File: config.mk
export PLATFORM = sky130hd
export DESIGN_NAME = disp_regbank
export DESIGN_NICKNAME = d
export VERILOG_FILES = /design/src/rtl/disp_regbank_pkg.sv /design/src/rtl/bank_bus_decode.sv /design/src/rtl/bank_init_seq.sv /design/src/rtl/bank_glyph_store.sv /design/src/rtl/disp_regbank.sv
export SDC_FILE = /design/constraint.sdc
export NUM_CORES = 1
export LEC_CHECK = 0
export BUFFER_PORTS_ARGS = -buffer_cell sky130_fd_sc_hd__buf_2
export CAP_MARGIN = 20
export CORE_MARGIN = 2
export CORE_UTILIZATION = 43
export CTS_BUF_LIST = sky130_fd_sc_hd__clkbuf_4 sky130_fd_sc_hd__clkbuf_8 sky130_fd_sc_hd__clkbuf_16
export CTS_CLUSTER_DIAMETER = 200
export DETAILED_ROUTE_END_ITERATION = 7
export PLACE_DENSITY = 0.69
export SYNTH_ARGS = -nofsm -noshare
export SYNTH_HDL_FRONTEND = slang
export SYNTH_SLANG_ARGS = --single-unit
File: constraint.sdc
create_clock -name clk -period 3.4 [get_ports clk]
set_clock_uncertainty 0.1 [all_clocks]
set_input_delay 0.34 -clock clk [delete_from_list [all_inputs] [get_ports clk]]
set_output_delay 0.34 -clock clk [all_outputs]
set_load 0.05 [all_outputs]
File: src/rtl/disp_regbank_pkg.sv
package disp_regbank_pkg;

    localparam int DIGITS     = 8;
    localparam int AW         = $clog2(DIGITS);
    localparam int DW         = 8;
    localparam int GLYPHS     = 16;
    localparam int GW         = $clog2(GLYPHS);
    localparam int GROWS      = 7;
    localparam int GCOLS      = 5;
    localparam logic [DW-1:0] BLANK_CODE = 8'h20;
    localparam int CLR_BIT    = 7;
    localparam int RO_BIT     = 5;

    typedef enum logic [2:0] {
        AREA_FLASH,
        AREA_GIDX,
        AREA_GROW,
        AREA_CTRL,
        AREA_CHAR
    } area_e;

endpackage

File: src/rtl/bank_bus_decode.sv
module bank_bus_decode
    import disp_regbank_pkg::*;
(
    input  logic       clk,
    input  logic       rst_n,
    input  logic       ce_n,
    input  logic       wr_n,
    input  logic       flash_sel_n,
    input  logic [1:0] mode,
    output area_e      area,
    output logic       wr_release
);

    typedef struct packed {
        logic wr_n;
    } dec_st_t;

    dec_st_t st_d, st_q;

    always_comb begin
        st_d      = st_q;
        st_d.wr_n = wr_n;
        if (!flash_sel_n) begin
            area = AREA_FLASH;
        end else begin
            case (mode)
                2'b00:   area = AREA_GIDX;
                2'b01:   area = AREA_GROW;
                2'b10:   area = AREA_CTRL;
                default: area = AREA_CHAR;
            endcase
        end
        wr_release = !st_q.wr_n && wr_n && !ce_n;
    end

    always_ff @(posedge clk or negedge rst_n) begin
        if (!rst_n) st_q <= '{wr_n: 1'b1};
        else        st_q <= st_d;
    end

endmodule

File: src/rtl/bank_init_seq.sv
module bank_init_seq #(
    parameter int INIT_CYCLES = 3
) (
    input  logic clk,
    input  logic rst_n,
    input  logic start,
    output logic busy,
    output logic done
);

    localparam int CW = $clog2(INIT_CYCLES + 1);
    localparam logic [CW-1:0] LOAD = CW'(INIT_CYCLES);

    typedef struct packed {
        logic [CW-1:0] cnt;
    } seq_st_t;

    seq_st_t st_d, st_q;

    always_comb begin
        st_d = st_q;
        if (start)                st_d.cnt = LOAD;
        else if (st_q.cnt != '0)  st_d.cnt = st_q.cnt - 1'b1;
        busy = (st_q.cnt != '0) || !rst_n;
        done = (st_q.cnt == CW'(1));
    end

    always_ff @(posedge clk or negedge rst_n) begin
        if (!rst_n) st_q <= '{cnt: LOAD};
        else        st_q <= st_d;
    end

    AST_START_BUSY: assert property (@(posedge clk) disable iff (!rst_n)
        start |=> busy) else $error("start did not raise busy");

endmodule

File: src/rtl/bank_glyph_store.sv
module bank_glyph_store
    import disp_regbank_pkg::*;
(
    input  logic             clk,
    input  logic             we,
    input  logic [GW-1:0]    w_glyph,
    input  logic [AW-1:0]    w_row,
    input  logic [GCOLS-1:0] w_dots,
    input  logic [GW-1:0]    ra_glyph,
    input  logic [AW-1:0]    ra_row,
    output logic [GCOLS-1:0] ra_dots,
    input  logic [GW-1:0]    rb_glyph,
    input  logic [AW-1:0]    rb_row,
    output logic [GCOLS-1:0] rb_dots
);

    localparam int DEPTH = GLYPHS * (1 << AW);

    logic [GCOLS-1:0] mem [DEPTH];
    logic             row_ok_w;

    always_comb begin
        row_ok_w = (int'(w_row) < GROWS);
        ra_dots  = (int'(ra_row) < GROWS) ? mem[{ra_glyph, ra_row}] : '0;
        rb_dots  = (int'(rb_row) < GROWS) ? mem[{rb_glyph, rb_row}] : '0;
    end

    always_ff @(posedge clk) begin
        if (we && row_ok_w) mem[{w_glyph, w_row}] <= w_dots;
    end

endmodule

File: src/rtl/disp_regbank.sv
module disp_regbank
    import disp_regbank_pkg::*;
#(
    parameter int INIT_CYCLES = 3
) (
    input  logic                clk,
    input  logic                rst_n,
    input  logic                ce_n,
    input  logic                wr_n,
    input  logic                rd_n,
    input  logic                flash_sel_n,
    input  logic [1:0]          mode,
    input  logic [AW-1:0]       addr,
    input  logic [DW-1:0]       wdata,
    output logic [DW-1:0]       rdata,
    output logic                busy,
    output logic [DIGITS*DW-1:0] char_flat,
    output logic [DIGITS-1:0]   flash_bits,
    output logic [DW-1:0]       ctrl_word,
    input  logic [GW-1:0]       scan_glyph,
    input  logic [AW-1:0]       scan_row,
    output logic [GCOLS-1:0]    scan_dots
);

    typedef struct packed {
        logic [DIGITS-1:0][DW-1:0] chr;
        logic [DIGITS-1:0]         flash;
        logic [DW-1:0]             ctrl;
        logic [GW-1:0]             gidx;
    } bank_st_t;

    localparam bank_st_t RST_ST = '{
        chr:   {DIGITS{BLANK_CODE}},
        flash: '0,
        ctrl:  '0,
        gidx:  '0
    };

    bank_st_t         st_d, st_q;
    area_e            area;
    logic             wr_release;
    logic             commit;
    logic             clr_start;
    logic             seq_done;
    logic             grow_we;
    logic [GCOLS-1:0] bus_dots;

    bank_bus_decode u_dec (
        .clk         (clk),
        .rst_n       (rst_n),
        .ce_n        (ce_n),
        .wr_n        (wr_n),
        .flash_sel_n (flash_sel_n),
        .mode        (mode),
        .area        (area),
        .wr_release  (wr_release)
    );

    bank_init_seq #(.INIT_CYCLES(INIT_CYCLES)) u_seq (
        .clk   (clk),
        .rst_n (rst_n),
        .start (clr_start),
        .busy  (busy),
        .done  (seq_done)
    );

    bank_glyph_store u_glyph (
        .clk      (clk),
        .we       (grow_we),
        .w_glyph  (st_q.gidx),
        .w_row    (addr),
        .w_dots   (wdata[GCOLS-1:0]),
        .ra_glyph (st_q.gidx),
        .ra_row   (addr),
        .ra_dots  (bus_dots),
        .rb_glyph (scan_glyph),
        .rb_row   (scan_row),
        .rb_dots  (scan_dots)
    );

    always_comb begin
        st_d      = st_q;
        commit    = wr_release && !busy;
        clr_start = commit && (area == AREA_CTRL) && wdata[CLR_BIT];
        grow_we   = commit && (area == AREA_GROW);

        if (seq_done) st_d.ctrl[CLR_BIT] = 1'b0;

        if (commit) begin
            case (area)
                AREA_FLASH: st_d.flash[addr] = wdata[0];
                AREA_GIDX:  st_d.gidx        = wdata[GW-1:0];
                AREA_CHAR:  st_d.chr[addr]   = wdata;
                AREA_CTRL: begin
                    st_d.ctrl         = wdata;
                    st_d.ctrl[RO_BIT] = st_q.ctrl[RO_BIT];
                end
                default: ;
            endcase
        end

        if (clr_start) begin
            st_d.chr   = {DIGITS{BLANK_CODE}};
            st_d.flash = '0;
        end

        rdata = '0;
        if (!ce_n && !rd_n) begin
            case (area)
                AREA_FLASH: rdata = {{(DW-1){1'b0}}, st_q.flash[addr]};
                AREA_GIDX:  rdata = {{(DW-GW){1'b0}}, st_q.gidx};
                AREA_GROW:  rdata = {{(DW-GCOLS){1'b0}}, bus_dots};
                AREA_CTRL:  rdata = st_q.ctrl;
                default:    rdata = st_q.chr[addr];
            endcase
        end

        char_flat  = st_q.chr;
        flash_bits = st_q.flash;
        ctrl_word  = st_q.ctrl;
    end

    always_ff @(posedge clk or negedge rst_n) begin
        if (!rst_n) st_q <= RST_ST;
        else        st_q <= st_d;
    end

    AST_BUSY_FREEZE: assert property (@(posedge clk) disable iff (!rst_n)
        busy |=> ($stable(st_q.chr) && $stable(st_q.flash) && $stable(st_q.gidx)))
        else $error("storage changed while busy");
    AST_CLEAR_FILLS: assert property (@(posedge clk) disable iff (!rst_n)
        $rose(st_q.ctrl[CLR_BIT]) |-> ((st_q.chr == {DIGITS{BLANK_CODE}}) && (st_q.flash == '0)))
        else $error("clear did not fill storage");
    AST_CLEAR_IN_WINDOW: assert property (@(posedge clk) disable iff (!rst_n)
        st_q.ctrl[CLR_BIT] |-> busy)
        else $error("clear bit outside busy window");
    AST_RO_BIT_KEPT: assert property (@(posedge clk) disable iff (!rst_n)
        (wr_release && (area == AREA_CTRL)) |=> (ctrl_word[RO_BIT] == $past(ctrl_word[RO_BIT])))
        else $error("read-only control bit changed");
    AST_HELD_STROBE: assert property (@(posedge clk) disable iff (!rst_n)
        !wr_n |=> $stable(st_q.chr))
        else $error("character entry changed during held strobe");

endmodule

# Word-level counts from Yosys, hierarchy flattened
# Memory sizes are Yosys's and may differ from the RTL's.
# Cells that the tools add are included.
dict set report totals {
  ff_bits 86
  mem_count 1
  input_bits 26
  ramBits 640
  output_inout_bits 94
  word_cells 80
}
dict set report classes {
  n_reduce_logical 26
  eq_ne 7
  mux 27
  add_sub_neg 1
  n_lt_le_gt_ge 4
}
# name words word_bits rd rd_ports_with_merged_regs wr line_no
set mem_list {}
lappend mem_list {u_glyph.mem 128 5 2 0 1 bank_glyph_store.sv:19} ;# logic [GCOLS-1:0] mem [DEPTH];
# cell count
set op_table {}
lappend op_table {{84-bit 2-to-1 mux} 1}
lappend op_table {{72-bit 2-to-1 mux} 1}
lappend op_table {{64-bit bitwise mux} 1}
lappend op_table {{64-bit 2-to-1 mux} 1}
lappend op_table {{8-bit 2-to-1 mux} 5}
lappend op_table {{8-bit case mux with 4 select lines} 1}
lappend op_table {{8-bit binary-select mux with 3-bit select} 1}
lappend op_table {{8-bit demux with 3-bit select} 1}
lappend op_table {{5-bit 2-to-1 mux} 2}
lappend op_table {{2-bit nonzero test} 5}
lappend op_table {{1-bit logical AND} 9}
lappend op_table {{3-bit case mux with 3 select lines} 1}
lappend op_table {{8-bit bitwise mux} 1}
lappend op_table {{2-bit AND reduction} 4}
lappend op_table {{3-bit by 2-bit == test with 1-bit output, second input constant} 2}
lappend op_table {{3-bit less-than comparator, second input constant} 2}
lappend op_table {{1-bit logical NOT} 5}
lappend op_table {{1-bit 2-to-1 mux} 5}
lappend op_table {{2-bit by 1-bit == test with 1-bit output, second input constant} 2}
lappend op_table {{3-bit by 4-bit less-than comparator with 1-bit output, second input constant} 1}
lappend op_table {{2-bit 2-to-1 mux} 2}
lappend op_table {{4-bit 2-to-1 mux} 1}
lappend op_table {{1-bit binary-select mux with 3-bit select} 1}
lappend op_table {{1-bit demux with 3-bit select} 1}
lappend op_table {{other kinds (9)} 9}

# Longest topological paths before layout
# Gate-level depths: netlist of run 1.
dict set report depth {
  ltp_word 8
  mapped_depth 12
  mapped_depth_nobuf 9
}

# By module
# Synthesis of run 1 repeated with hierarchy kept, for this count alone.
dict set report unflattened {
  cells_unflattened 2317
  area_unflattened_um2 35929.5
}
# module cells_per_inst area_each_um2 seq_area_each_um2 n_inst
set modules_own_cells {}
lappend modules_own_cells {bank_glyph_store 1859 30964.7 19218.4 1}
lappend modules_own_cells {disp_regbank 435 4727.0 2087.0 1}
lappend modules_own_cells {bank_init_seq 12 125.1 52.6 1}
lappend modules_own_cells {bank_bus_decode 11 112.6 26.3 1}

# Least setup slack after synthesis of run 1
# No wires, ideal clock.
dict set report synth_timing {
  path_type {input port to output port}
  from {input addr[2]}
  to {output rdata[0]}
  path_buffers 3
  cell_stages 9
  required_ns 2.960
  arrival_ns 3.079
  slack_ns -0.119
  path_cell_list {buf_4 buf_4 and2b_1 buf_2 a221oi_1 o221ai_1 o21ai_0 mux4_2 o311ai_1}
}
dict set report synth_via {
  elab_chain_cells 4
  elab_cells_between_ends 9
  cone_classes {order compare (1); mux (7); memory (1)}
}
# item line_no
set synth_lines {}
lappend synth_lines {{start, declared} disp_regbank.sv:13} ;# input logic [AW-1:0] addr,
lappend synth_lines {{memory 128 x 5 bit (tied with other cells)} --}
lappend synth_lines {{5-bit 2-to-1 mux (tied with other cells)} bank_glyph_store.sv:24} ;# ra_dots = (int'(ra_row) < GROWS) ? mem[{ra_glyph, ra_row}] : '0;
lappend synth_lines {{8-bit case mux with 4 select lines *} disp_regbank.sv:109} ;# case (area)
lappend synth_lines {{8-bit 2-to-1 mux *} disp_regbank.sv:108} ;# if (!ce_n && !rd_n) begin
lappend synth_lines {{end, declared} disp_regbank.sv:15} ;# output logic [DW-1:0] rdata,
# Every way passes the cells marked *; elsewhere a longest branch is shown, timed or not. The select of a mux whose other input is x is not followed.

==> impl_metrics.prom, run 1 <==
# TYPE chip_impl_metric gauge
chip_impl_metric{name="fin_setup_tns",unit="ns"} -1.198
chip_impl_metric{name="grt_use_total",unit="%"} 30.12
chip_impl_metric{name="fin_util",unit="%"} 53.83
chip_impl_metric{name="synth_sequential_area_ratio",unit="%"} 61.88
chip_impl_metric{name="p_leak",unit="nW"} 15.38
chip_impl_info{name="setup.worst_path.start_class",value="flip-flop"} 1
chip_impl_metric{name="timing.final.crit_period",unit="ns"} 3.621
chip_impl_metric{name="drt_pre_antenna_iters",unit=""} 6
chip_impl_metric{name="clkSlewWorstSetupHoldPaths",unit="ns"} 0.06
chip_impl_metric{name="ys_ff_latch",unit=""} 726
chip_impl_metric{name="largest_net_degree_at_the_start_of_global_routing",unit=""} 93
chip_impl_info{name="path_class",value="flip-flop to output pin"} 1
chip_impl_metric{name="n_antenna_cell",unit=""} 0
chip_impl_metric{name="critPathMaxStageDelay",unit="ns"} 0.54
chip_impl_metric{name="htree_depth",unit=""} 3
chip_impl_metric{name="numClockSinks",unit=""} 726
chip_impl_metric{name="wl",unit="um"} 126100
chip_impl_info{name="timing.rr.end",value="u_glyph.mem[78][0]"} 1
chip_impl_metric{name="whs_path_depth",unit=""} 1
chip_impl_metric{name="initial_antenna_violation_count",unit=""} 3
chip_impl_metric{name="grt-ovfl-total",unit=""} 0
chip_impl_metric{name="finalHoldViolations",unit=""} 0
chip_impl_info{name="timing.critical_path.from",value="u_glyph.mem[117][1]"} 1
chip_impl_metric{name="synthDistinctLibCells",unit=""} 75
chip_impl_info{name="run_status",value="complete, but fails checks"} 1
chip_impl_metric{name="first_global_vias",unit=""} 25380
chip_impl_metric{name="arrival",unit="ns"} 3.18
chip_impl_metric{name="drt-vias-per-instance",unit=""} 6.785
chip_impl_metric{name="dpl.hpwl",unit="um"} 87810
chip_impl_info{name="library_cell_used_as_clock_root_buffer",value="sky130_fd_sc_hd__clkbuf_16"} 1
chip_impl_info{name="violations",value="negative setup slack"} 1
chip_impl_metric{name="critical_path_depth",unit=""} 9
chip_impl_metric{name="dr.first_iter.drc_count",unit=""} 4276
chip_impl_info{name="crit_path_end_kind",value="output pin"} 1
chip_impl_metric{name="critical_path_peak_fanout",unit=""} 2
chip_impl_metric{name="worstPathRequired",unit="ns"} 2.96
chip_impl_metric{name="total_number_of_vias",unit=""} 26060
chip_impl_metric{name="floorplan.initialDensity",unit="%"} 43.60
chip_impl_info{name="cpLargestDelayFamily",value="compound AO/OA/AOI/OAI gates"} 1
chip_impl_metric{name="final_wtd_congestion",unit=""} 0.9869
chip_impl_info{name="worst_hold_path.endpoint",value="u_glyph.mem[54][4]"} 1
chip_impl_info{name="rsz_0062_raised_after_global_routing",value="yes"} 1
chip_impl_metric{name="timing.final.setup_violations",unit=""} 10
chip_impl_metric{name="die-area",unit="um^2"} 82650
chip_impl_metric{name="clock_network_latency_to_the_later_pin_of_the_worst_skew_pair",unit="ns"} 0.64
chip_impl_info{name="r2r_path_start",value="u_seq.st_q[1]"} 1
chip_impl_metric{name="max_cap_violations",unit=""} 0
chip_impl_metric{name="power.density",unit="nW/um^2"} 496.3
chip_impl_metric{name="ff2ff_setup_slack",unit="ns"} 0.46
chip_impl_metric{name="port_buffers",unit=""} 118
chip_impl_metric{name="fraction_of_layout_cells_with_a_size_suffix_above_1",unit="%"} 38.77
chip_impl_metric{name="fin_crit_sh",unit="%"} 106.5
chip_impl_metric{name="synth-edff-count",unit=""} 640
chip_impl_metric{name="synthesis.instances",unit=""} 2245
chip_impl_info{name="slowest_stage",value="sky130_fd_sc_hd__or4b_4"} 1
chip_impl_metric{name="layout_net_count",unit=""} 2762
chip_impl_metric{name="syn_area",unit="um^2"} 34560
chip_impl_metric{name="die_x",unit="um"} 287.5
chip_impl_info{name="tritoncts",value="done"} 1
chip_impl_metric{name="wl_per_cell",unit="um"} 32.82
chip_impl_info{name="min_path_type",value="input pin to flip-flop"} 1
chip_impl_info{name="ys_dominant_reg_cell",value="sky130_fd_sc_hd__edfxtp_1"} 1
chip_impl_metric{name="top_level_ports",unit=""} 120
chip_impl_metric{name="fmax",unit="MHz"} 276.2
chip_impl_metric{name="grt_first_pass_wirelength",unit="um"} 180200
chip_impl_metric{name="cp.buffers_inverters",unit=""} 2
chip_impl_metric{name="synth_area_per_cell",unit="um^2"} 15.39
chip_impl_metric{name="final_critical_path_setup_slack",unit="ns"} -0.2211
chip_impl_metric{name="cts_inserted_buffers",unit=""} 77
chip_impl_metric{name="placeableCoreArea",unit="um^2"} 79260
chip_impl_metric{name="route.detailed.drc",unit=""} 0
chip_impl_metric{name="drv_slew",unit=""} 0
chip_impl_metric{name="fp-row-count",unit=""} 103
chip_impl_metric{name="async_set_reset_flop_share_out_of_synthesis",unit="%"} 11.85
chip_impl_metric{name="ir_drop",unit="uV"} 403.0
chip_impl_metric{name="die_h",unit="um"} 287.5
chip_impl_metric{name="yosysWarnings",unit=""} 0
chip_impl_metric{name="max-clock-path-buffers",unit=""} 3
chip_impl_info{name="timing.hold.worst.start",value="wdata[4]"} 1
chip_impl_metric{name="r2r_cells",unit=""} 11
chip_impl_metric{name="worst_slew_margin_rel",unit="%"} 38.20
chip_impl_metric{name="final_antenna_net_count",unit=""} 0
chip_impl_metric{name="layout_overhead_on_the_synthesized_area",unit="%"} 23.46
chip_impl_metric{name="tightestPinTransition",unit="ns"} 0.9269
chip_impl_info{name="critical_path.cell_chain",value="mux2_2, a22oi_1, a21oi_2, a2111oi_2, o41ai_2, buf_4, or4b_4, a21oi_4, buf_6"} 1
[worst max path at each step]
stage / to / slack [ns]
floorplan: rdata[7] / 0.12
global placement: rdata[2] / -0.51
detailed placement: rdata[2] / -0.54
CTS: rdata[4] / -0.17
global route: rdata[1] / -0.22
finish: rdata[1] / -0.22
[layer usage]
layer	GRT usage [%]	wire length [um]
met3	8.257	17820
met5	0	36
met4	14.22	7103
met1	39.83	44720
met2	46.27	56390
[metrics by stage]
stage | hold slack [ns] | instances | cell area, um^2 | power (mW) | worst slack (ns)
CTS | 0.03981 | 3834 | 42320 | 21.05 | -0.1669
detailed placement | 0.3599 | 3673 | 39140 | 12.60 | -0.5379
global placement | 0.3565 | 3673 | 39140 | 12.56 | -0.5119
finish | 0.04625 | 3841 | 42660 | 21.17 | -0.2211
global route | 0.06142 | 3841 | 42660 | 21.67 | -0.2150
floorplan | -0.05559 | 2325 | 34870 | 11.47 | 0.1234
[area by class of cell]
type                       instances  area, um^2
clock buffer                     100        2160
sequential                       726       21390
timing repair buffer             590        4791
clock inverter                    39       356.6
multi-input combinational       1322       12600
inverter                          14       56.30
fill                            6349       36590
tap                             1050        1314
[cells in the mapped netlist, types with 9 or more instances]
| cell type | number | area share (%) |
|---|---|---|
| sky130_fd_sc_hd__a2111oi_0 | 18 | 0.46 |
| sky130_fd_sc_hd__a211oi_1 | 9 | 0.20 |
| sky130_fd_sc_hd__a21oi_1 | 53 | 0.77 |
| sky130_fd_sc_hd__a221o_1 | 9 | 0.26 |
| sky130_fd_sc_hd__a221oi_1 | 144 | 3.6 |
| sky130_fd_sc_hd__a22o_1 | 79 | 2.0 |
| sky130_fd_sc_hd__a22oi_1 | 80 | 1.7 |
| sky130_fd_sc_hd__buf_1 | 21 | 0.23 |
| sky130_fd_sc_hd__buf_2 | 62 | 0.90 |
| sky130_fd_sc_hd__buf_4 | 97 | 2.1 |
| sky130_fd_sc_hd__buf_6 | 10 | 0.33 |
| sky130_fd_sc_hd__clkbuf_1 | 73 | 0.79 |
| sky130_fd_sc_hd__dfrtp_1 | 75 | 5.4 |
| sky130_fd_sc_hd__dfstp_2 | 11 | 0.84 |
| sky130_fd_sc_hd__edfxtp_1 | 640 | 56 |
| sky130_fd_sc_hd__inv_1 | 12 | 0.13 |
| sky130_fd_sc_hd__mux2_2 | 46 | 1.5 |
| sky130_fd_sc_hd__mux2i_1 | 36 | 1.0 |
| sky130_fd_sc_hd__mux4_2 | 206 | 13 |
| sky130_fd_sc_hd__nand2_1 | 72 | 0.78 |
| sky130_fd_sc_hd__nand3_1 | 11 | 0.16 |
| sky130_fd_sc_hd__nor2_1 | 207 | 2.2 |
| sky130_fd_sc_hd__nor2b_1 | 9 | 0.16 |
| sky130_fd_sc_hd__nor3_1 | 11 | 0.16 |
| sky130_fd_sc_hd__o211ai_1 | 21 | 0.46 |
| sky130_fd_sc_hd__o21ai_0 | 85 | 1.2 |
| sky130_fd_sc_hd__o221ai_1 | 11 | 0.28 |
| sky130_fd_sc_hd__o22ai_1 | 29 | 0.52 |
[cell families (layout without fill, tap and decap cells)]
kind of cell,count (synthesis),after routing,synth area share [%]
AOI/OAI and AO/OA,591,591,12.90
xor gates and xnor gates,1,1,0.02535
adders and majority gates,5,5,0.1810
buffers and inverters,277,743,4.504
DFF,726,726,61.88
muxes,288,288,15.97
other,1,81,0.01085
and+or+nand+nor,356,356,4.533
[placed cells by master, fill, tap and decap left out, types with 6 or more instances in the layout]
cell | Yosys | layout
sky130_fd_sc_hd__a2111oi_2 | 0 | 7
sky130_fd_sc_hd__a21oi_1 | 53 | 48
sky130_fd_sc_hd__a221o_1 | 9 | 9
sky130_fd_sc_hd__a221oi_1 | 144 | 128
sky130_fd_sc_hd__a221oi_2 | 2 | 17
sky130_fd_sc_hd__a22o_1 | 79 | 74
sky130_fd_sc_hd__a22oi_1 | 80 | 80
sky130_fd_sc_hd__a2bb2oi_1 | 6 | 6
sky130_fd_sc_hd__and3_1 | 6 | 6
sky130_fd_sc_hd__buf_12 | 0 | 39
sky130_fd_sc_hd__buf_2 | 62 | 96
sky130_fd_sc_hd__buf_4 | 97 | 426
sky130_fd_sc_hd__buf_6 | 10 | 21
sky130_fd_sc_hd__clkbuf_16 | 0 | 79
sky130_fd_sc_hd__clkbuf_4 | 0 | 17
sky130_fd_sc_hd__clkinv_1 | 1 | 11
sky130_fd_sc_hd__clkinv_2 | 0 | 15
sky130_fd_sc_hd__conb_1 | 1 | 81
sky130_fd_sc_hd__dfrtp_1 | 75 | 71
sky130_fd_sc_hd__dfstp_2 | 11 | 11
sky130_fd_sc_hd__edfxtp_1 | 640 | 640
sky130_fd_sc_hd__inv_1 | 12 | 11
sky130_fd_sc_hd__mux2_2 | 46 | 44
sky130_fd_sc_hd__mux2i_1 | 36 | 36
sky130_fd_sc_hd__mux4_2 | 206 | 206
sky130_fd_sc_hd__nand2_1 | 72 | 71
sky130_fd_sc_hd__nand3_1 | 11 | 11
sky130_fd_sc_hd__nor2_1 | 207 | 200
sky130_fd_sc_hd__nor2b_1 | 9 | 6
sky130_fd_sc_hd__nor3_1 | 11 | 10
sky130_fd_sc_hd__o211ai_1 | 21 | 21
sky130_fd_sc_hd__o21a_1 | 8 | 8
sky130_fd_sc_hd__o21ai_0 | 85 | 65
sky130_fd_sc_hd__o21ai_1 | 0 | 14
sky130_fd_sc_hd__o221ai_1 | 11 | 10
sky130_fd_sc_hd__o22ai_1 | 29 | 23
[sequential cells by signal (all words and copies together), names as in the netlist]
name	flops
u_dec.st_q	1
char_flat	64
flash_bits	8
st_q	4
u_glyph.mem	640
ctrl_word	7
u_seq.st_q	2
[power by group]
group          total, mW  switching (mW)  internal (mW)
logic               2.75            1.68           1.07
clock network       8.43            3.61           4.82
registers           10.0           0.129           9.87
[what timing repair did]
action / CTS / global route
resized for setup: 115 / 66
setup endpoints to repair: 10 / 10
hold buffers: 5 / 0
hold endpoints to repair: 49 / 0
pin swaps: 29 / 31
buffers inserted: 21 / 9
No activity file was read; power rests on OpenSTA's default activity.
==> inputs of run 2 (changes only) <==
--- a/config.mk
+++ b/config.mk
@@ -14,4 +14,6 @@
 export DETAILED_ROUTE_END_ITERATION = 7
 export PLACE_DENSITY = 0.69
+export REMOVE_ABC_BUFFERS = 1
+export SKIP_CTS_REPAIR_TIMING = 1
 export SYNTH_ARGS = -nofsm -noshare
 export SYNTH_HDL_FRONTEND = slang
==> constraint.sdc (replaced) <==
create_clock -name clk -period 3.4 [get_ports clk]
set_clock_uncertainty 0.1 [all_clocks]
set_input_delay 0.34 -clock clk [delete_from_list [all_inputs] [get_ports clk]]
set_output_delay 0.34 -clock clk [all_outputs]
set_load 0.01 [all_outputs]
==> run 2 against run 1 <==
The run still ends with negative setup slack left. Routed wire length fell by 1.3%. Clock-buffer cell count fell by 2. Critical path type unchanged. Sequential power about the same. Hold slack improved by 0.075 ns.
==> impl_metrics.prom, run 2 (synthesis gave the netlist of run 1 again) <==
# TYPE chip_impl_metric gauge
chip_impl_metric{name="cts_inserted_buffers",unit=""} 78
chip_impl_metric{name="ir_drop",unit="uV"} 438.9
chip_impl_metric{name="final_critical_path_setup_slack",unit="ns"} -0.1571
chip_impl_info{name="rsz_0062_raised_after_global_routing",value="yes"} 1
chip_impl_metric{name="first_global_vias",unit=""} 25230
chip_impl_info{name="leading_cell_type_in_the_layout_fill_and_taps_excluded",value="sky130_fd_sc_hd__edfxtp_1"} 1
chip_impl_metric{name="timing.final.setup_violations",unit=""} 8
chip_impl_metric{name="final_antenna_net_count",unit=""} 0
chip_impl_info{name="violations",value="negative setup slack"} 1
chip_impl_info{name="critical_path.cell_chain",value="buf_6, clkinvlp_4, a221o_1, o22ai_2, a221oi_2, a2111oi_4, a211oi_2, a221o_1, buf_2"} 1
chip_impl_metric{name="die-area",unit="um^2"} 82650
chip_impl_metric{name="p_leak",unit="nW"} 15.32
chip_impl_info{name="library_cell_used_as_clock_root_buffer",value="sky130_fd_sc_hd__clkbuf_16"} 1
chip_impl_metric{name="wl",unit="um"} 124400
chip_impl_metric{name="critPathMaxStageDelay",unit="ns"} 0.45
chip_impl_metric{name="grt_use_total",unit="%"} 29.60
chip_impl_info{name="slowest_stage",value="sky130_fd_sc_hd__dfrtp_2"} 1
chip_impl_metric{name="clock_network_latency_to_the_later_pin_of_the_worst_skew_pair",unit="ns"} 0.65
chip_impl_metric{name="max-clock-path-buffers",unit=""} 3
chip_impl_metric{name="fin_setup_tns",unit="ns"} -0.8405
chip_impl_metric{name="multiInputGateArea",unit="um^2"} 12430
chip_impl_metric{name="fin_crit_sh",unit="%"} 104.6
chip_impl_metric{name="arrival",unit="ns"} 3.12
chip_impl_metric{name="finalHoldViolations",unit=""} 0
chip_impl_metric{name="die_h",unit="um"} 287.5
chip_impl_metric{name="floorplan.initialDensity",unit="%"} 43.60
chip_impl_metric{name="drv_slew",unit=""} 0
chip_impl_metric{name="largest_register_ffs",unit=""} 640
chip_impl_metric{name="grt_first_pass_wirelength",unit="um"} 177000
chip_impl_metric{name="postPlaceCellArea",unit="um^2"} 39100
chip_impl_metric{name="placeableCoreArea",unit="um^2"} 79260
chip_impl_info{name="crit_path_end_kind",value="output pin"} 1
chip_impl_metric{name="final_wtd_congestion",unit=""} 0.9839
chip_impl_metric{name="drt_pre_antenna_iters",unit=""} 6
chip_impl_metric{name="route.detailed.drc",unit=""} 0
chip_impl_metric{name="top_level_ports",unit=""} 120
chip_impl_metric{name="numClockSinks",unit=""} 726
chip_impl_metric{name="finalHoldWorstSlack",unit="ns"} 0.1213
chip_impl_metric{name="total_number_of_vias",unit=""} 25940
chip_impl_info{name="layout.cells.most_common_list",value="sky130_fd_sc_hd__edfxtp_1, sky130_fd_sc_hd__buf_4, sky130_fd_sc_hd__mux4_2"} 1
chip_impl_metric{name="final_area",unit="um^2"} 42690
chip_impl_info{name="most_prevalent_standard_cell_on_the_critical_path",value="sky130_fd_sc_hd__a221o_1"} 1
chip_impl_metric{name="timing.final.crit_period",unit="ns"} 3.557
chip_impl_metric{name="dr.first_iter.drc_count",unit=""} 4478
chip_impl_metric{name="layout_net_count",unit=""} 2741
chip_impl_info{name="tritoncts",value="done"} 1
chip_impl_metric{name="worst_slew_margin_rel",unit="%"} 38.12
chip_impl_metric{name="grt-ovfl-total",unit=""} 0
chip_impl_metric{name="n_antenna_cell",unit=""} 0
chip_impl_metric{name="initial_antenna_violation_count",unit=""} 3
chip_impl_metric{name="cp.buffers_inverters",unit=""} 3
chip_impl_metric{name="fin_total_pwr",unit="mW"} 21.60
chip_impl_metric{name="fp-row-count",unit=""} 103
chip_impl_info{name="min_path_type",value="input pin to flip-flop"} 1
chip_impl_info{name="setup.worst_path.start_class",value="flip-flop"} 1
chip_impl_metric{name="ff2ff_setup_slack",unit="ns"} 0.23
chip_impl_metric{name="port_buffers",unit=""} 118
chip_impl_metric{name="htree_depth",unit=""} 3
chip_impl_metric{name="max_cap_violations",unit=""} 0
chip_impl_metric{name="die_x",unit="um"} 287.5
chip_impl_metric{name="drt-vias-per-instance",unit=""} 6.780
chip_impl_metric{name="fillers",unit=""} 6280
chip_impl_info{name="path_class",value="flip-flop to output pin"} 1
chip_impl_metric{name="fraction_of_layout_cells_with_a_size_suffix_above_1",unit="%"} 37.57
chip_impl_info{name="run_status",value="complete, but fails checks"} 1
chip_impl_metric{name="wl_per_cell",unit="um"} 32.52
chip_impl_info{name="register_ranked_first_by_flip_flop_count",value="u_glyph.mem"} 1
chip_impl_metric{name="tightestPinTransition",unit="ns"} 0.9282
chip_impl_metric{name="critical_path_peak_fanout",unit=""} 5
chip_impl_metric{name="dpl.hpwl",unit="um"} 85720
chip_impl_metric{name="layout_overhead_on_the_synthesized_area",unit="%"} 23.55
chip_impl_metric{name="power.density",unit="nW/um^2"} 506.0
chip_impl_metric{name="fmax",unit="MHz"} 281.1
chip_impl_metric{name="worstPathRequired",unit="ns"} 2.96
chip_impl_metric{name="fin_util",unit="%"} 53.87
chip_impl_metric{name="regArea",unit="um^2"} 21390
chip_impl_metric{name="largest_net_degree_at_the_start_of_global_routing",unit=""} 90
chip_impl_info{name="cpLargestDelayFamily",value="compound AO/OA/AOI/OAI gates"} 1
chip_impl_metric{name="clkSlewWorstSetupHoldPaths",unit="ns"} 0.06
[run 2: cell types whose count changed in the layout (fill, tap and decap cells not counted), moves of 6 or more]
cell and delta:
sky130_fd_sc_hd__buf_4 -34, sky130_fd_sc_hd__o21ai_0 +7, sky130_fd_sc_hd__buf_6 -8, sky130_fd_sc_hd__bufinv_16 +6, sky130_fd_sc_hd__o21ai_1 -6, sky130_fd_sc_hd__buf_2 +6
sky130_fd_sc_hd__clkinv_2 -8, sky130_fd_sc_hd__buf_12 +11, sky130_fd_sc_hd__clkinvlp_4 +8
[run 2: layout make-up]
type	instances	area share, %
flip-flops and latches	726	50.09
inverters	14	0.1348
well taps	1050	3.077
clock buffers	98	5.079
multi-input cells	1322	29.12
repair buffers	568	11.12
clock inverters	48	1.380
[run 2: tightest hold or removal path, stage by stage]
cell and delay [ns]:
sky130_fd_sc_hd__buf_2 0.15, sky130_fd_sc_hd__nor4_2 0.11, sky130_fd_sc_hd__mux2_2 0.22
[run 2: per-layer routing]
metal	track usage, %	share of wire (%)	vias up
met3	7.718	14	475
met4	14.14	5.3	6
li1	-	-	10110
met5	0	0.033	-
met1	38.56	35	12960
met2	46.36	46	2391
[run 2: where the power goes]
group          internal [mW]  switching (mW)
registers               9.86           0.119
clock network           5.35            3.70
logic                   1.04            1.53
total                   16.3            5.35
[run 2: worst paths after layout]
kind | start | endpoint | cells past startpoint
hold reg to reg | char_flat[13] | char_flat[13] | 2
setup / recovery | st_q[1] | rdata[4] | 9
hold / removal | ce_n | ctrl_word[6] | 3
min in group asynchronous | rst_n | char_flat[42] | 3
max in group asynchronous | rst_n | st_q[1] | 4
setup reg to reg | u_seq.st_q[1] | u_glyph.mem[50][1] | 10
[run 2: per-stage QoR]
step                std cells  setup WS, ns
CTS                      3795       -0.6412
detailed placement       3649       -0.4389
floorplan                2062       -0.8969
finish                   3826       -0.1571
global route             3826       -0.2120
global placement         3649       -0.5373
